<file path="src/rtl/dram_ctrl_pkg.sv">
package dram_ctrl_pkg;

    typedef enum logic [2:0] {
        ST_IDLE,
        ST_ROW,
        ST_COL,
        ST_WB,
        ST_RROW,
        ST_RWB
    } dstate_t;

    function automatic int unsigned max3(input int unsigned a,
                                         input int unsigned b,
                                         input int unsigned c);
        int unsigned m;
        m = (a > b) ? a : b;
        return (m > c) ? m : c;
    endfunction

endpackage

</file>
<file path="src/rtl/dram_refresh_sched.sv">
module dram_refresh_sched #(
    parameter int unsigned HALF_W       = 3,
    parameter int unsigned REF_INTERVAL = 40,
    parameter int unsigned REF_SLACK    = 8
) (
    input  logic              clk,
    input  logic              rst_n,
    input  logic              ref_take,
    input  logic              ref_done,
    output logic              ref_pending,
    output logic              ref_urgent,
    output logic [HALF_W-1:0] ref_row
);
    localparam int unsigned TMR_W = $clog2(REF_INTERVAL + 1);
    localparam int unsigned SLK_W = $clog2(REF_SLACK + 1) + 1;

    logic [TMR_W-1:0] tmr;
    logic [SLK_W-1:0] slack;
    logic             expire;

    assign expire     = (tmr == TMR_W'(REF_INTERVAL - 1));
    assign ref_urgent = (slack == '0);

    always_ff @(posedge clk or negedge rst_n) begin
        if (!rst_n) begin
            tmr <= '0;
        end else if (expire) begin
            tmr <= '0;
        end else begin
            tmr <= tmr + TMR_W'(1);
        end
    end

    always_ff @(posedge clk or negedge rst_n) begin
        if (!rst_n) begin
            ref_pending <= 1'b0;
            slack       <= SLK_W'(REF_SLACK);
        end else if (expire) begin
            ref_pending <= 1'b1;
            slack       <= SLK_W'(REF_SLACK);
        end else if (ref_take) begin
            ref_pending <= 1'b0;
        end else if (ref_pending && slack != '0) begin
            slack <= slack - SLK_W'(1);
        end
    end

    always_ff @(posedge clk or negedge rst_n) begin
        if (!rst_n) begin
            ref_row <= '0;
        end else if (ref_done) begin
            ref_row <= ref_row + HALF_W'(1);
        end
    end

    // a new request never lands on one still waiting
    assert_no_overrun_R7: assert property (@(posedge clk) disable iff (!rst_n)
        expire |-> !ref_pending);

    // the row pointer advances by one after each refresh
    assert_row_step_R7: assert property (@(posedge clk) disable iff (!rst_n)
        ref_done |=> ref_row == HALF_W'($past(ref_row) + HALF_W'(1)));

    // a grant only happens for a pending request
    assert_take_pending_R9: assert property (@(posedge clk) disable iff (!rst_n)
        ref_take |-> ref_pending);

endmodule

</file>
<file path="src/rtl/dram_row_buffer.sv">
module dram_row_buffer #(
    parameter int unsigned HALF_W = 3
) (
    input  logic              clk,
    input  logic              rst_n,
    input  logic              load,
    input  logic [(1<<HALF_W)-1:0] load_data,
    input  logic [HALF_W-1:0] col,
    input  logic              wr_en,
    input  logic              wr_bit,
    output logic [(1<<HALF_W)-1:0] rbuf,
    output logic              rd_bit
);
    localparam int unsigned COLS = 1 << HALF_W;

    for (genvar g = 0; g < COLS; g++) begin : g_bit
        always_ff @(posedge clk or negedge rst_n) begin
            if (!rst_n) begin
                rbuf[g] <= 1'b0;
            end else if (load) begin
                rbuf[g] <= load_data[g];
            end else if (wr_en && col == HALF_W'(g)) begin
                rbuf[g] <= wr_bit;
            end
        end
    end

    assign rd_bit = rbuf[col];

    // a row capture and a column write never coincide
    assert_no_load_write_clash_R4: assert property (@(posedge clk) disable iff (!rst_n)
        load |-> !wr_en);

endmodule

</file>
<file path="src/rtl/dram_ctrl_fsm.sv">
module dram_ctrl_fsm
    import dram_ctrl_pkg::*;
#(
    parameter int unsigned HALF_W = 3,
    parameter int unsigned T_ROW  = 3,
    parameter int unsigned T_COL  = 1,
    parameter int unsigned T_WB   = 2
) (
    input  logic                clk,
    input  logic                rst_n,
    input  logic                req_valid,
    output logic                req_ready,
    input  logic                req_we,
    input  logic [2*HALF_W-1:0] req_addr,
    input  logic                req_wdata,
    output logic                rsp_valid,
    output logic                rsp_data,
    input  logic                ref_pending,
    input  logic                ref_urgent,
    input  logic [HALF_W-1:0]   ref_row,
    output logic                ref_take,
    output logic                ref_done,
    output logic                buf_load,
    output logic [HALF_W-1:0]   buf_col,
    output logic                buf_wr_en,
    output logic                buf_wr_bit,
    input  logic                buf_rd_bit,
    output logic [HALF_W-1:0]   arr_addr,
    output logic                arr_row_phase,
    output logic                arr_sense,
    output logic                arr_col_phase,
    output logic                arr_wb
);
    localparam int unsigned PH_MAX = max3(T_ROW, T_COL, T_WB);
    localparam int unsigned PH_W   = $clog2(PH_MAX + 1);

    dstate_t           state, state_nx;
    logic [PH_W-1:0]   ph, ph_len;
    logic              ph_last;
    logic [HALF_W-1:0] q_row, q_col, page_row;
    logic              q_we, q_wd, page_valid;
    logic              take_ref, accept, hit;
    logic [HALF_W-1:0] req_row, req_col;

    assign req_row = req_addr[2*HALF_W-1:HALF_W];
    assign req_col = req_addr[HALF_W-1:0];

    // phase length and end of phase
    always_comb begin
        unique case (state)
            ST_ROW, ST_RROW: ph_len = PH_W'(T_ROW);
            ST_COL:          ph_len = PH_W'(T_COL);
            ST_WB, ST_RWB:   ph_len = PH_W'(T_WB);
            default:         ph_len = PH_W'(1);
        endcase
        ph_last = ((ph + PH_W'(1)) == ph_len);
    end

    // arbitration in idle
    assign take_ref  = (state == ST_IDLE) && ref_pending && (ref_urgent || !req_valid);
    assign req_ready = (state == ST_IDLE) && !take_ref;
    assign accept    = req_valid && req_ready;
    assign hit       = page_valid && (page_row == req_row);

    // next state
    always_comb begin
        state_nx = state;
        unique case (state)
            ST_IDLE: begin
                if (take_ref)    state_nx = ST_RROW;
                else if (accept) state_nx = hit ? ST_COL : ST_ROW;
            end
            ST_ROW:  if (ph_last) state_nx = ST_COL;
            ST_COL:  if (ph_last) state_nx = ST_WB;
            ST_WB:   if (ph_last) state_nx = ST_IDLE;
            ST_RROW: if (ph_last) state_nx = ST_RWB;
            ST_RWB:  if (ph_last) state_nx = ST_IDLE;
            default: state_nx = ST_IDLE;
        endcase
    end

    // state register and phase counter
    always_ff @(posedge clk or negedge rst_n) begin
        if (!rst_n) begin
            state <= ST_IDLE;
            ph    <= '0;
        end else begin
            state <= state_nx;
            if (state_nx != state || state == ST_IDLE) ph <= '0;
            else                                       ph <= ph + PH_W'(1);
        end
    end

    // request capture
    always_ff @(posedge clk or negedge rst_n) begin
        if (!rst_n) begin
            q_row <= '0;
            q_col <= '0;
            q_we  <= 1'b0;
            q_wd  <= 1'b0;
        end else if (accept) begin
            q_row <= req_row;
            q_col <= req_col;
            q_we  <= req_we;
            q_wd  <= req_wdata;
        end
    end

    // open page tag
    always_ff @(posedge clk or negedge rst_n) begin
        if (!rst_n) begin
            page_valid <= 1'b0;
            page_row   <= '0;
        end else if (take_ref || (accept && !hit)) begin
            page_valid <= 1'b0;
        end else if (state == ST_WB && ph_last) begin
            page_valid <= 1'b1;
            page_row   <= q_row;
        end
    end

    // read response
    always_ff @(posedge clk or negedge rst_n) begin
        if (!rst_n) begin
            rsp_valid <= 1'b0;
            rsp_data  <= 1'b0;
        end else begin
            rsp_valid <= (state == ST_COL) && ph_last && !q_we;
            rsp_data  <= buf_rd_bit;
        end
    end

    // array and buffer controls
    always_comb begin
        arr_addr      = '0;
        arr_row_phase = 1'b0;
        arr_sense     = 1'b0;
        arr_col_phase = 1'b0;
        arr_wb        = 1'b0;
        ref_done      = 1'b0;
        unique case (state)
            ST_ROW: begin
                arr_addr      = q_row;
                arr_row_phase = 1'b1;
                arr_sense     = ph_last;
            end
            ST_COL: begin
                arr_addr      = q_col;
                arr_col_phase = 1'b1;
            end
            ST_WB: begin
                arr_addr = q_row;
                arr_wb   = 1'b1;
            end
            ST_RROW: begin
                arr_addr      = ref_row;
                arr_row_phase = 1'b1;
                arr_sense     = ph_last;
            end
            ST_RWB: begin
                arr_addr = ref_row;
                arr_wb   = 1'b1;
                ref_done = ph_last;
            end
            default: ;
        endcase
    end

    assign ref_take   = take_ref;
    assign buf_load   = arr_sense;
    assign buf_col    = q_col;
    assign buf_wr_en  = (state == ST_COL) && ph_last && q_we;
    assign buf_wr_bit = q_wd;

    // the read strobe lasts one cycle
    assert_rsp_pulse_R3: assert property (@(posedge clk) disable iff (!rst_n)
        rsp_valid |=> !rsp_valid);

    // a sense is always followed by a column phase or a write-back
    assert_sense_then_wb_R4: assert property (@(posedge clk) disable iff (!rst_n)
        arr_sense |=> (arr_col_phase || arr_wb));

    // a page hit goes straight to the column phase
    assert_hit_skips_row_R5: assert property (@(posedge clk) disable iff (!rst_n)
        (accept && hit) |=> (arr_col_phase && !arr_row_phase));

    // ready only while the array is quiet
    assert_ready_idle_R6: assert property (@(posedge clk) disable iff (!rst_n)
        req_ready |-> !(arr_row_phase || arr_col_phase || arr_wb));

    // a refresh grant opens the scheduler's row
    assert_refresh_row_R8: assert property (@(posedge clk) disable iff (!rst_n)
        ref_take |=> (arr_row_phase && arr_addr == $past(ref_row)));

    // an urgent refresh blocks the processor
    assert_urgent_wins_R9: assert property (@(posedge clk) disable iff (!rst_n)
        (state == ST_IDLE && ref_pending && ref_urgent) |-> !req_ready);

endmodule

</file>
<file path="src/rtl/dram_ctrl.sv">
module dram_ctrl #(
    parameter int unsigned HALF_W        = 3,
    parameter int unsigned T_ROW         = 3,
    parameter int unsigned T_COL         = 1,
    parameter int unsigned T_WB          = 2,
    parameter int unsigned RETENTION_CYC = 320,
    parameter int unsigned REF_SLACK     = 8
) (
    input  logic                     clk,
    input  logic                     rst_n,
    input  logic                     req_valid,
    output logic                     req_ready,
    input  logic                     req_we,
    input  logic [2*HALF_W-1:0]      req_addr,
    input  logic                     req_wdata,
    output logic                     rsp_valid,
    output logic                     rsp_data,
    output logic [HALF_W-1:0]        arr_addr,
    output logic                     arr_row_phase,
    output logic                     arr_sense,
    output logic                     arr_col_phase,
    output logic                     arr_wb,
    input  logic [(1<<HALF_W)-1:0]   arr_rdata,
    output logic [(1<<HALF_W)-1:0]   arr_wdata
);
    localparam int unsigned ROWS         = 1 << HALF_W;
    localparam int unsigned REF_INTERVAL = RETENTION_CYC / ROWS;

    logic              ref_pending, ref_urgent, ref_take, ref_done;
    logic [HALF_W-1:0] ref_row, buf_col;
    logic              buf_load, buf_wr_en, buf_wr_bit, buf_rd_bit;
    logic [ROWS-1:0]   rbuf;

    dram_refresh_sched #(
        .HALF_W      (HALF_W),
        .REF_INTERVAL(REF_INTERVAL),
        .REF_SLACK   (REF_SLACK)
    ) u_sched (
        .clk        (clk),
        .rst_n      (rst_n),
        .ref_take   (ref_take),
        .ref_done   (ref_done),
        .ref_pending(ref_pending),
        .ref_urgent (ref_urgent),
        .ref_row    (ref_row)
    );

    dram_row_buffer #(
        .HALF_W(HALF_W)
    ) u_rbuf (
        .clk      (clk),
        .rst_n    (rst_n),
        .load     (buf_load),
        .load_data(arr_rdata),
        .col      (buf_col),
        .wr_en    (buf_wr_en),
        .wr_bit   (buf_wr_bit),
        .rbuf     (rbuf),
        .rd_bit   (buf_rd_bit)
    );

    dram_ctrl_fsm #(
        .HALF_W(HALF_W),
        .T_ROW (T_ROW),
        .T_COL (T_COL),
        .T_WB  (T_WB)
    ) u_fsm (
        .clk          (clk),
        .rst_n        (rst_n),
        .req_valid    (req_valid),
        .req_ready    (req_ready),
        .req_we       (req_we),
        .req_addr     (req_addr),
        .req_wdata    (req_wdata),
        .rsp_valid    (rsp_valid),
        .rsp_data     (rsp_data),
        .ref_pending  (ref_pending),
        .ref_urgent   (ref_urgent),
        .ref_row      (ref_row),
        .ref_take     (ref_take),
        .ref_done     (ref_done),
        .buf_load     (buf_load),
        .buf_col      (buf_col),
        .buf_wr_en    (buf_wr_en),
        .buf_wr_bit   (buf_wr_bit),
        .buf_rd_bit   (buf_rd_bit),
        .arr_addr     (arr_addr),
        .arr_row_phase(arr_row_phase),
        .arr_sense    (arr_sense),
        .arr_col_phase(arr_col_phase),
        .arr_wb       (arr_wb)
    );

    assign arr_wdata = rbuf;

endmodule

</file>
<file path="config.mk">
export PLATFORM = sky130hd
export DESIGN_NAME = dram_ctrl
export DESIGN_NICKNAME = d
export VERILOG_FILES = /design/src/rtl/dram_ctrl_pkg.sv /design/src/rtl/dram_refresh_sched.sv /design/src/rtl/dram_row_buffer.sv /design/src/rtl/dram_ctrl_fsm.sv /design/src/rtl/dram_ctrl.sv
export SDC_FILE = /design/constraint.sdc
export NUM_CORES = 1
export LEC_CHECK = 0
export ABC_AREA = 1
export BUFFER_PORTS_ARGS = -buffer_cell sky130_fd_sc_hd__buf_2
export CAP_MARGIN = 20
export CORE_ASPECT_RATIO = 1.75
export CORE_MARGIN = 2
export CORE_UTILIZATION = 50
export CTS_BUF_LIST = sky130_fd_sc_hd__clkbuf_8
export CTS_CLUSTER_DIAMETER = 30
export CTS_CLUSTER_SIZE = 24
export DETAILED_ROUTE_END_ITERATION = 10
export PLACE_DENSITY = 0.72
export SLEW_MARGIN = 5
export SYNTH_ARGS = -nofsm -noshare
export SYNTH_HDL_FRONTEND = slang
export SYNTH_SLANG_ARGS = --single-unit
</file>
<file path="constraint.sdc">
create_clock -name clk -period 1.8 [get_ports clk]
set_input_delay 0.36 -clock clk [delete_from_list [all_inputs] [get_ports clk]]
set_output_delay 0.36 -clock clk [all_outputs]
set_load 0.02 [all_outputs]
</file>
==> impl_metrics.yaml, run 1 <==
yosys:
  synth_nets: 293
  synth_top_family_by_area: "simple AND/OR/NAND/NOR gates"
  syn_area_per_cell_um2: 8.40
  syn-cell-area_um2: 2270
  ys_warn_count: 0
  ys_types: 37
  synth_xor_area_share_pct: 1.54
  synth_top_area_share_pct: 45.2
  ys_ff_latch: 42
  synth-compound-area-share_pct: 12.3
  synth_fa_ha_area_share_pct: 2.21
  synthFlopType: "dfrtp_1"
  synthSimpleGateAreaFrac_pct: 28.1
  yosys.area.top_type: "dfrtp_1"
  syn_inst: 270
  synthMuxAreaShare_pct: 1.49
  async_reset_ff_share_pct: 100
  ys_top_cells_by_count: "nand2_1, dfrtp_1, inv_1"
  ys_seq_area_share_pct: 46.4
  ys_top_cells_by_area: "dfrtp_1, nand2_1, inv_1"
  synth_edf_count: 0
  synth_most_common_cell: "nand2_1"
global_route:
  grtUsageTotal_pct: 24.6
  overflow: 0
  grt-busiest-layer: "met2"
  grtUsageMet2_pct: 46.6
  grt_pass1_wl_um: 9150
  grt_max_degree: 26
  grt_pass1_vias: 2140
  grt_util_met1_pct: 22.7
  grtUsageMet3_pct: 4.47
  antenna_found_initial: 0
final_layout:
  drive_gt1_share_pct: 38.7
  area_delta_synth_final_pct: 32.8
  num-nets-final: 363
  final_core_util_pct: 68.4
  fin_cells: 392
  diodes: 0
detailed_routing:
  wl_per_cell_um: 15.3
  dr.pass1.iters: 5
  vias: 2157
  ant_nets: 0
  wl_um: 6010
  drc: 0
  drtIter0Drc: 47
  viasPerCell: 5.50
sta:
  max_clock_freq_mhz: 516
  finalHoldWorstSlack_ns: 0.281
  setup_tns_ns: -0.447
  final.setup_skew_ns: 0.00660
  fin_ws_ns: -0.137
  drv_slew: 0
  slew_headroom_pct: 70.9
  final.min_clock_period_ns: 1.94
  rsz0062_at_grt: "yes"
  finalHoldViolCount: 0
  tightest_slew_ns: 0.437
  finalSetupViolCount: 10
  finalCritPeriodShare_pct: 108
worst_setup_path:
  r2r_cells: 12
  worstPathArrival_ns: 1.58
  worstPathRequired_ns: 1.44
  crit_path_end_kind: "output pin"
  crit_type: "flop to output pin"
  critPathMaxFanout: 7
  crit_path_start_kind: "flop"
clock_network:
  insertion_delay_ns: 0.30
  cts_buffer_depth: 2
  root_buffer: "clkbuf_8"
  cts_max_level: 2
  clkSinkCount: 42
  cts-buffers-inserted: 5
  cts_tree: "yes"
  clk_pin_slew_ns: 0.08
floorplan:
  placement_rows: 32
  core_um2: 4400
  start_util_pct: 51.5
  pin_count: 37
  fp.dieH_um: 93.1
  die_w_um: 54.9
  die_area_um2: 5110
power_and_ir_drop:
  power_per_cell_area_nw_per_um2: 1850
  worst_ir_drop_vdd_uv: 1370
  finalPower_w: 0.00558
  p_leak_nw: 1.54
placement:
  hpwl_um: 4150
  dp_cells: 365
  port_buffers: 36
  place_congestion: 0.835
hold_path:
  holdPathStages: 3
  min_path_type: "input port to flop"
job:
  maxCapViolations: 0
run_status:
  failed_checks: "negative setup slack"
  status: "finished with violations"
==> final timing paths <==
path                       slack [ns]               end            from
setup / recovery                -0.14         arr_sense  u_fsm.state[2]
hold / removal                   0.28    u_rbuf.rbuf[3]    arr_rdata[3]
setup reg to reg                -0.05    u_rbuf.rbuf[5]  u_fsm.state[2]
hold reg to reg                  0.47    u_sched.tmr[0]  u_sched.tmr[0]
max in group asynchronous        0.71  u_sched.slack[3]           rst_n
min in group asynchronous        0.53    u_rbuf.rbuf[3]           rst_n
==> through the flow <==
step                      instance area (um2)  setup slack, ns
after floorplan                          2270           0.0584
after global placement                   2570          -0.0218
after detailed placement                 2570          -0.0543
after CTS                                2890          -0.0788
after global routing                     3010           -0.178
final                                    3010           -0.137
==> per-layer routing <==
layer  vias up  share of wire (%)
li1       1024                  -
met1      1043                 34
met2        68                 58
met3        22                3.9
met4         0                4.1
met5         -                  0
==> worst max-delay path: stages, from the launching register on <==
cell and delay (ns):
dfrtp_2 0.48, buf_4 0.19, nor2_4 0.13, nand2_1 0.12
nand2_2 0.12, nand2_4 0.06, inv_2 0.06, buf_6 0.11
==> repair_timing <==
item	CTS	global route
hold endpoints to repair	3	0
gates resized for setup	28	26
pin swaps	9	10
endpoints found under the setup margin	8	29
buffers inserted	14	4
hold buffers	1	0
gates cloned	0	0
==> where the power goes <==
group          switching [W]  internal [W]  total (W)
Combinational        0.00185       0.00131    0.00316
Clock               0.000336      0.000408   0.000744
Sequential          0.000364       0.00131    0.00168
Total                0.00255       0.00303    0.00558
==> kinds of logic (layout without fill, tap and decap cells) <==
| kind of cell | after synthesis | in the layout |
|---|---|---|
| AOI/OAI and AO/OA | 40 | 40 |
| xor gates and xnor gates | 4 | 4 |
| adders and majority gates | 4 | 4 |
| buffers and inverters | 40 | 111 |
| DFF | 42 | 42 |
| muxes | 3 | 3 |
| and+or+nand+nor | 137 | 137 |
==> flip-flops by register name (all words and copies together), names as in the netlist <==
register             flops
u_rbuf.rbuf              8
u_sched.tmr              6
u_sched.slack            5
u_fsm.buf_col            3
u_fsm.page_row           3
u_fsm.q_row              3
u_fsm.state              3
u_sched.ref_row          3
u_fsm.ph                 2
u_fsm.buf_wr_bit         1
u_fsm.page_valid         1
u_fsm.q_we               1
u_fsm.rsp_data           1
u_fsm.rsp_valid          1
u_sched.ref_pending      1
==> area by class of cell <==
class	instances	area, um2
clock buffer	5	68.8
clock inverter	3	41.3
fill	351	1390
inverter	36	140
multi-input combinational	188	1170
sequential	42	1060
tap	51	63.8
timing repair buffer	67	465
==> layout by cell type (no fill, tap or decap), types with 10 or more instances in the layout <==
cell type	count
nand2_1	61
dfrtp_1	37
buf_2	30
buf_4	29
inv_1	28
nor2_1	19
nand3_1	19
o21ai_0	12
nand2_2	11
a21oi_1	10
No activity file was read; power rests on OpenSTA's default activity.
==> run 2: changes to the inputs <==
- RECOVER_POWER: default -> 100
- clock period: 1.8 -> 2 ns (I/O delays scaled with it)
==> run 2 against run 1 <==
  * The flow still finishes with violations (negative setup slack)
  * Final cell count decreased by 1.8%
  * Register-to-register slack improved by 0.13 ns
  * Worst hold slack gained 0.049 ns
  * First-iteration DRC count shrank 15%
  * Wire length is 8.6% lower
  * Sequential power decreased by 10%
  * Via count down 3.5%
  * Design area fell by 6.2%
  * Combinational power decreased by 22%
  * Largest power group unchanged
  * Highest routed layer unchanged
==> impl_metrics.yaml, run 2 (synthesized netlist as in run 1, its figures left out) <==
run_status:
  failed_checks: "negative setup slack"
  status: "finished with violations"
power_and_ir_drop:
  power.internal_w: 0.00254
  pwr-share-seq_pct: 32.5
  power_frac_comb_pct: 53.3
  p_switching_w: 0.00212
  worst_ir_drop_vdd_uv: 1060
  power_per_cell_area_nw_per_um2: 1650
  p_clk_share_pct: 14.2
  p_sw_share_pct: 45.5
  p_leak_nw: 1.44
sta:
  drv_slew: 0
  finalCritPeriodShare_pct: 100
  final.min_clock_period_ns: 2.00
  final.setup_skew_ns: 0.00934
  setup_tns_ns: -0.00315
  finalHoldWorstSlack_ns: 0.330
  tightest_slew_ns: 0.861
  finalHoldViolCount: 0
  fin_ws_ns: -0.00315
  max_clock_freq_mhz: 499
  finalSetupViolCount: 1
  slew_headroom_pct: 42.6
worst_setup_path:
  worstPathRequired_ns: 1.60
  worstPathArrival_ns: 1.60
  timing.critical_path.buf_inv: 4
  crit_type: "flop to output pin"
  path_delay_family: "flip-flops"
  crit_path_start_kind: "flop"
  crit_path_end_kind: "output pin"
  rrSetupSlack_ns: 0.08
  reg2reg_from: "u_fsm.state[2]"
  slowest_delay_ns: 0.45
  reg2reg_to: "u_rbuf.rbuf[5]"
  r2r_cells: 11
  critPathMaxFanout: 4
  cp_slowest_cell: "dfrtp_2"
  worstPathCellList: "buf_4 -> nand2_1 -> o21ai_1 -> nand2_1 -> nand2_2 -> nand2_4 -> inv_4 -> nand2_4 -> inv_4 -> buf_6"
final_layout:
  num-nets-final: 356
  regMostFlops: "u_rbuf.rbuf"
  final_core_util_pct: 64.1
  drive_gt1_share_pct: 28.1
  final_common_cell: "nand2_1"
  diodes: 0
  final_cell_mix: "nand2_1, dfrtp_1, inv_1, nor2_1"
  area_delta_synth_final_pct: 24.5
  top_regs: "u_rbuf.rbuf x8, u_sched.tmr x6, u_sched.slack x5"
  largest_reg_flops: 8
hold_path:
  min-delay-start: "arr_rdata[6]"
  holdPathStages: 3
  hold_end: "u_rbuf.rbuf[6]"
  min_path_type: "input port to flop"
detailed_routing:
  ant_nets: 0
  wl_per_cell_um: 14.3
  vias: 2082
  drtIter0Drc: 40
  wl_um: 5490
  viasPerCell: 5.41
  drc: 0
  dr.pass1.iters: 4
floorplan:
  die_w_um: 54.9
  start_util_pct: 51.5
  placement_rows: 32
  die_area_um2: 5110
  core_um2: 4400
  fp.dieH_um: 93.1
  pin_count: 37
clock_network:
  cts-buffers-inserted: 5
  insertion_delay_ns: 0.29
  cts_buffer_depth: 2
  clkSinkCount: 42
  cts_tree: "yes"
  clk_pin_slew_ns: 0.08
  cts_max_level: 2
  root_buffer: "clkbuf_8"
global_route:
  antenna_found_initial: 0
  grtUsageTotal_pct: 21.9
  grt_pass1_wl_um: 8160
  grt_pass1_vias: 1958
  overflow: 0
  grt_max_degree: 22
job:
  maxCapViolations: 0
placement:
  port_buffers: 36
  place_congestion: 0.849
  hpwl_um: 3990
==> run 2: metrics by stage <==
| step | cell area (um2) | total power (W) | cells | worst slack (ns) |
|---|---|---|---|---|
| final | 2820 | 0.00466 | 385 | -0.00315 |
| after global routing | 2820 | 0.00500 | 385 | -0.0518 |
| after CTS | 2710 | 0.00437 | 376 | 0.00200 |
| after detailed placement | 2510 | 0.00356 | 358 | 0.0961 |
| after global placement | 2510 | 0.00352 | 358 | 0.127 |
| after floorplan | 2270 | 0.00302 | 270 | 0.218 |
==> run 2: layout make-up <==
cell class	count	area, um2
well taps	51	63.8
repair buffers	60	364
fillers	396	1580
clock buffers	5	68.8
flip-flops and latches	42	1060
clock inverters	3	41.3
multi-input cells	188	1080
inverters	36	145
==> run 2: worst max path at each step <==
| stage | start | endpoint | slack, ns | cells after the start |
|---|---|---|---|---|
| after CTS | u_fsm.state[1] | arr_sense | 0.002 | 10 |
| after detailed placement | u_fsm.state[2] | u_rbuf.rbuf[5] | 0.1 | 9 |
| final | u_fsm.state[1] | arr_sense | -0.003 | 10 |
| after global placement | u_fsm.state[2] | arr_sense | 0.13 | 10 |
| after floorplan | u_fsm.state[2] | arr_addr[1] | 0.22 | 4 |
| after global routing | u_fsm.state[1] | arr_sense | -0.05 | 10 |
==> run 2: what timing repair did <==
action	in CTS	in global routing
endpoints found under the hold margin	5	0
setup buffers	9	9
hold buffers	1	0
endpoints found under the setup margin	3	4
pin swaps	1	6
resized for setup	7	21
==> run 2: routing by layer <==
layer	vias up	GRT usage [%]	routed length (um)
met4	0	7.52	129
li1	1005	-	-
met2	56	42.7	3140
met5	-	0	0
met3	12	3.83	191
met1	1009	21.0	2030
==> run 2: worst min-delay path: cells and delay by family <==
family,cells,cell delay [ns]
buffers and inverters,1,0.08
AO/OA/AOI/OAI,1,0.06
AND/OR/NAND/NOR,1,0.05
==> run 2: power by group through the flow <==
stage / registers (W) / logic [W] / clock network (W)
2_1_floorplan: 0.00151 / 0.00151 / 0
3_3_place_gp: 0.00150 / 0.00202 / 0
3_5_place_dp: 0.00150 / 0.00206 / 0
4_1_cts: 0.00148 / 0.00221 / 0.000679
5_1_grt: 0.00155 / 0.00274 / 0.000706
6_report: 0.00151 / 0.00248 / 0.000661
==> run 3: changes to the inputs <==
- CELL_PAD_IN_SITES_DETAIL_PLACEMENT: default -> 1
- CELL_PAD_IN_SITES_GLOBAL_PLACEMENT: default -> 1
- CORE_UTILIZATION: 50 -> 43
- PLACE_DENSITY: 0.72 -> default
- PLACE_DENSITY_LB_ADDON: default -> 0.1
- REMOVE_ABC_BUFFERS: default -> 1
==> run 3 against run 2 <==
  * The run ends with design-rule violations, negative setup slack left
  * Core utilization shrank 9.2 points
  * Global-route usage grew 1.1 points
  * Final cell count grew 0.52%
  * First-iteration DRC count grew 33%
  * Clock power shrank 13%
  * Clock skew shrank 0.0033 ns
  * Maximum frequency grew 0.11%
  * Sequential cell count is the same
  * Worst hold slack lost 0.11 ns
  * Clock-buffer cell count grew 1
  * Via count grew 1.6%
  * Critical endpoint is now arr_addr[0]
  * Design area grew 0.58%
==> impl_metrics.yaml, run 3 (synthesized netlist as in run 1, its figures left out) <==
global_route:
  grtUsageTotal_pct: 23.0
  overflow: 0
  grt_pass1_vias: 2265
  antenna_found_initial: 0
  grt_max_degree: 17
  grt_pass1_wl_um: 10200
final_layout:
  diodes: 0
  area_delta_synth_final_pct: 25.2
  drive_gt1_share_pct: 30.7
  num-nets-final: 354
  final_cell_mix: "nand2_1, dfrtp_1, inv_1, nand3_1, nor2_1"
  postLayoutCellArea_um2: 2840
  final_common_cell: "nand2_1"
  regMostFlops: "u_rbuf.rbuf"
  final_core_util_pct: 55.0
  top_regs: "u_rbuf.rbuf x8, u_sched.tmr x6, u_sched.slack x5"
  largest_reg_flops: 8
run_status:
  failed_checks: "design-rule violations, negative setup slack"
  status: "finished with violations"
worst_setup_path:
  rrSetupSlack_ns: 0.08
  crit_path_end_kind: "output pin"
  crit_path_start_kind: "flop"
  critPathMaxFanout: 7
  crit_type: "flop to output pin"
  worstPathRequired_ns: 1.60
  worstPathArrival_ns: 1.60
sta:
  finalCritPeriodShare_pct: 100
  final.min_clock_period_ns: 2.00
  rsz0062_at_grt: "yes"
  finalHoldViolCount: 0
  drv_slew: 0
  max_clock_freq_mhz: 500
  tightest_slew_ns: 0.941
  slew_headroom_pct: 37.3
  final.setup_skew_ns: 0.00600
  fin_ws_ns: -0.000855
  finalSetupViolCount: 1
power_and_ir_drop:
  worst_ir_drop_vdd_uv: 720
  p_leak_nw: 1.42
  power_per_cell_area_nw_per_um2: 1640
placement:
  place_congestion: 0.872
  hpwl_um: 4730
  place_area_um2: 2540
  port_buffers: 36
clock_network:
  insertion_delay_ns: 0.29
  cts_tree: "yes"
  cts-buffers-inserted: 5
  cts_max_level: 2
  root_buffer: "clkbuf_8"
  clk_pin_slew_ns: 0.08
  clkSinkCount: 42
  cts_buffer_depth: 2
detailed_routing:
  drtIter0Drc: 53
  ant_nets: 0
  drc: 1
  wl_per_cell_um: 16.4
  dr.pass1.iters: 7
  wl_um: 6330
  viasPerCell: 5.47
  vias: 2115
floorplan:
  die_w_um: 58.9
  die_area_um2: 5900
  core_um2: 5170
  placement_rows: 35
  pin_count: 37
  fp.dieH_um: 100
  start_util_pct: 43.9
job:
  maxCapViolations: 0
hold_path:
  min_path_type: "input port to asynchronous set/reset pin"
run 3: cell count changes in the layout (fill, tap and decap cells not counted), moves of 3 or more:
cell      before  now
buf_4         22   19
inv_1         31   28
inv_2          2    5
nand2_2        7   10
o221ai_1       3    0
o221ai_2       0    3
run 3: cell type report:
| type | count | area (um2) |
|---|---|---|
| fill | 652 | 2330 |
| tap | 55 | 68.8 |
| clock buffer | 6 | 82.6 |
| timing repair buffer | 58 | 352 |
| sequential | 42 | 1060 |
| inverter | 36 | 143 |
| clock inverter | 2 | 12.5 |
| multi-input combinational | 188 | 1130 |
run 3: critical path, cell delays in order, from the launching register on:
cell and delay [ns]:
dfrtp_2 0.50, buf_6 0.16, nor3_4 0.23, buf_6 0.14, nand2_2 0.05, o221ai_2 0.06, buf_4 0.17
run 3: final timing paths:
| kind | cells after the start | start | endpoint |
|---|---|---|---|
| worst max register to register | 9 | u_fsm.state[0] | u_rbuf.rbuf[2] |
| max in group asynchronous | 2 | rst_n | u_sched.tmr[0] |
| worst max-delay path | 6 | u_fsm.state[0] | arr_addr[0] |
| worst min register to register | 1 | u_sched.tmr[0] | u_sched.tmr[0] |
| worst min-delay path | 1 | rst_n | u_fsm.state[1] |
| min in group clk | 3 | arr_rdata[6] | u_rbuf.rbuf[6] |
run 3: stage by stage:
step / cells / hold slack, ns / setup slack [ns] / power [W] / TNS, ns
2_1_floorplan: 266 / 0.104 / 0.144 / 0.00294 / 0
3_3_place_gp: 366 / 0.347 / 0.160 / 0.00358 / 0
3_5_place_dp: 366 / 0.347 / 0.108 / 0.00367 / 0
4_1_cts: 381 / 0.0233 / -0.00846 / 0.00442 / -0.00846
5_1_grt: 387 / 0.264 / -0.0603 / 0.00503 / -0.244
6_report: 387 / 0.215 / -0.000855 / 0.00466 / -0.000855
run 3: where the power goes:
part	internal, W	switching [W]	leakage, nW
Sequential	0.00118	0.000335	0.512
Clock	0.000278	0.000300	0.0472
Combinational	0.00100	0.00156	0.865
Total	0.00246	0.00219	1.42
run 3: metal layers:
| layer | routed length [um] | global-route usage [%] | vias to the layer above | part of all wire (%) |
|---|---|---|---|---|
| met5 | 0 | 0 | - | 0 |
| li1 | - | - | 1000 | - |
| met1 | 2280 | 22.7 | 1050 | 36 |
| met3 | 144 | 2.71 | 19 | 2.3 |
| met2 | 3680 | 43.8 | 46 | 58 |
| met4 | 225 | 12.8 | 0 | 3.6 |
run 3: repair_timing:
item                                    4_1_cts  5_1_grt
gates resized for setup                      12       28
endpoints found under the setup margin        5        8
hold buffers                                  0        0
setup buffers                                 7        6
hold endpoints to repair                      0        0
pin swaps                                     2        7
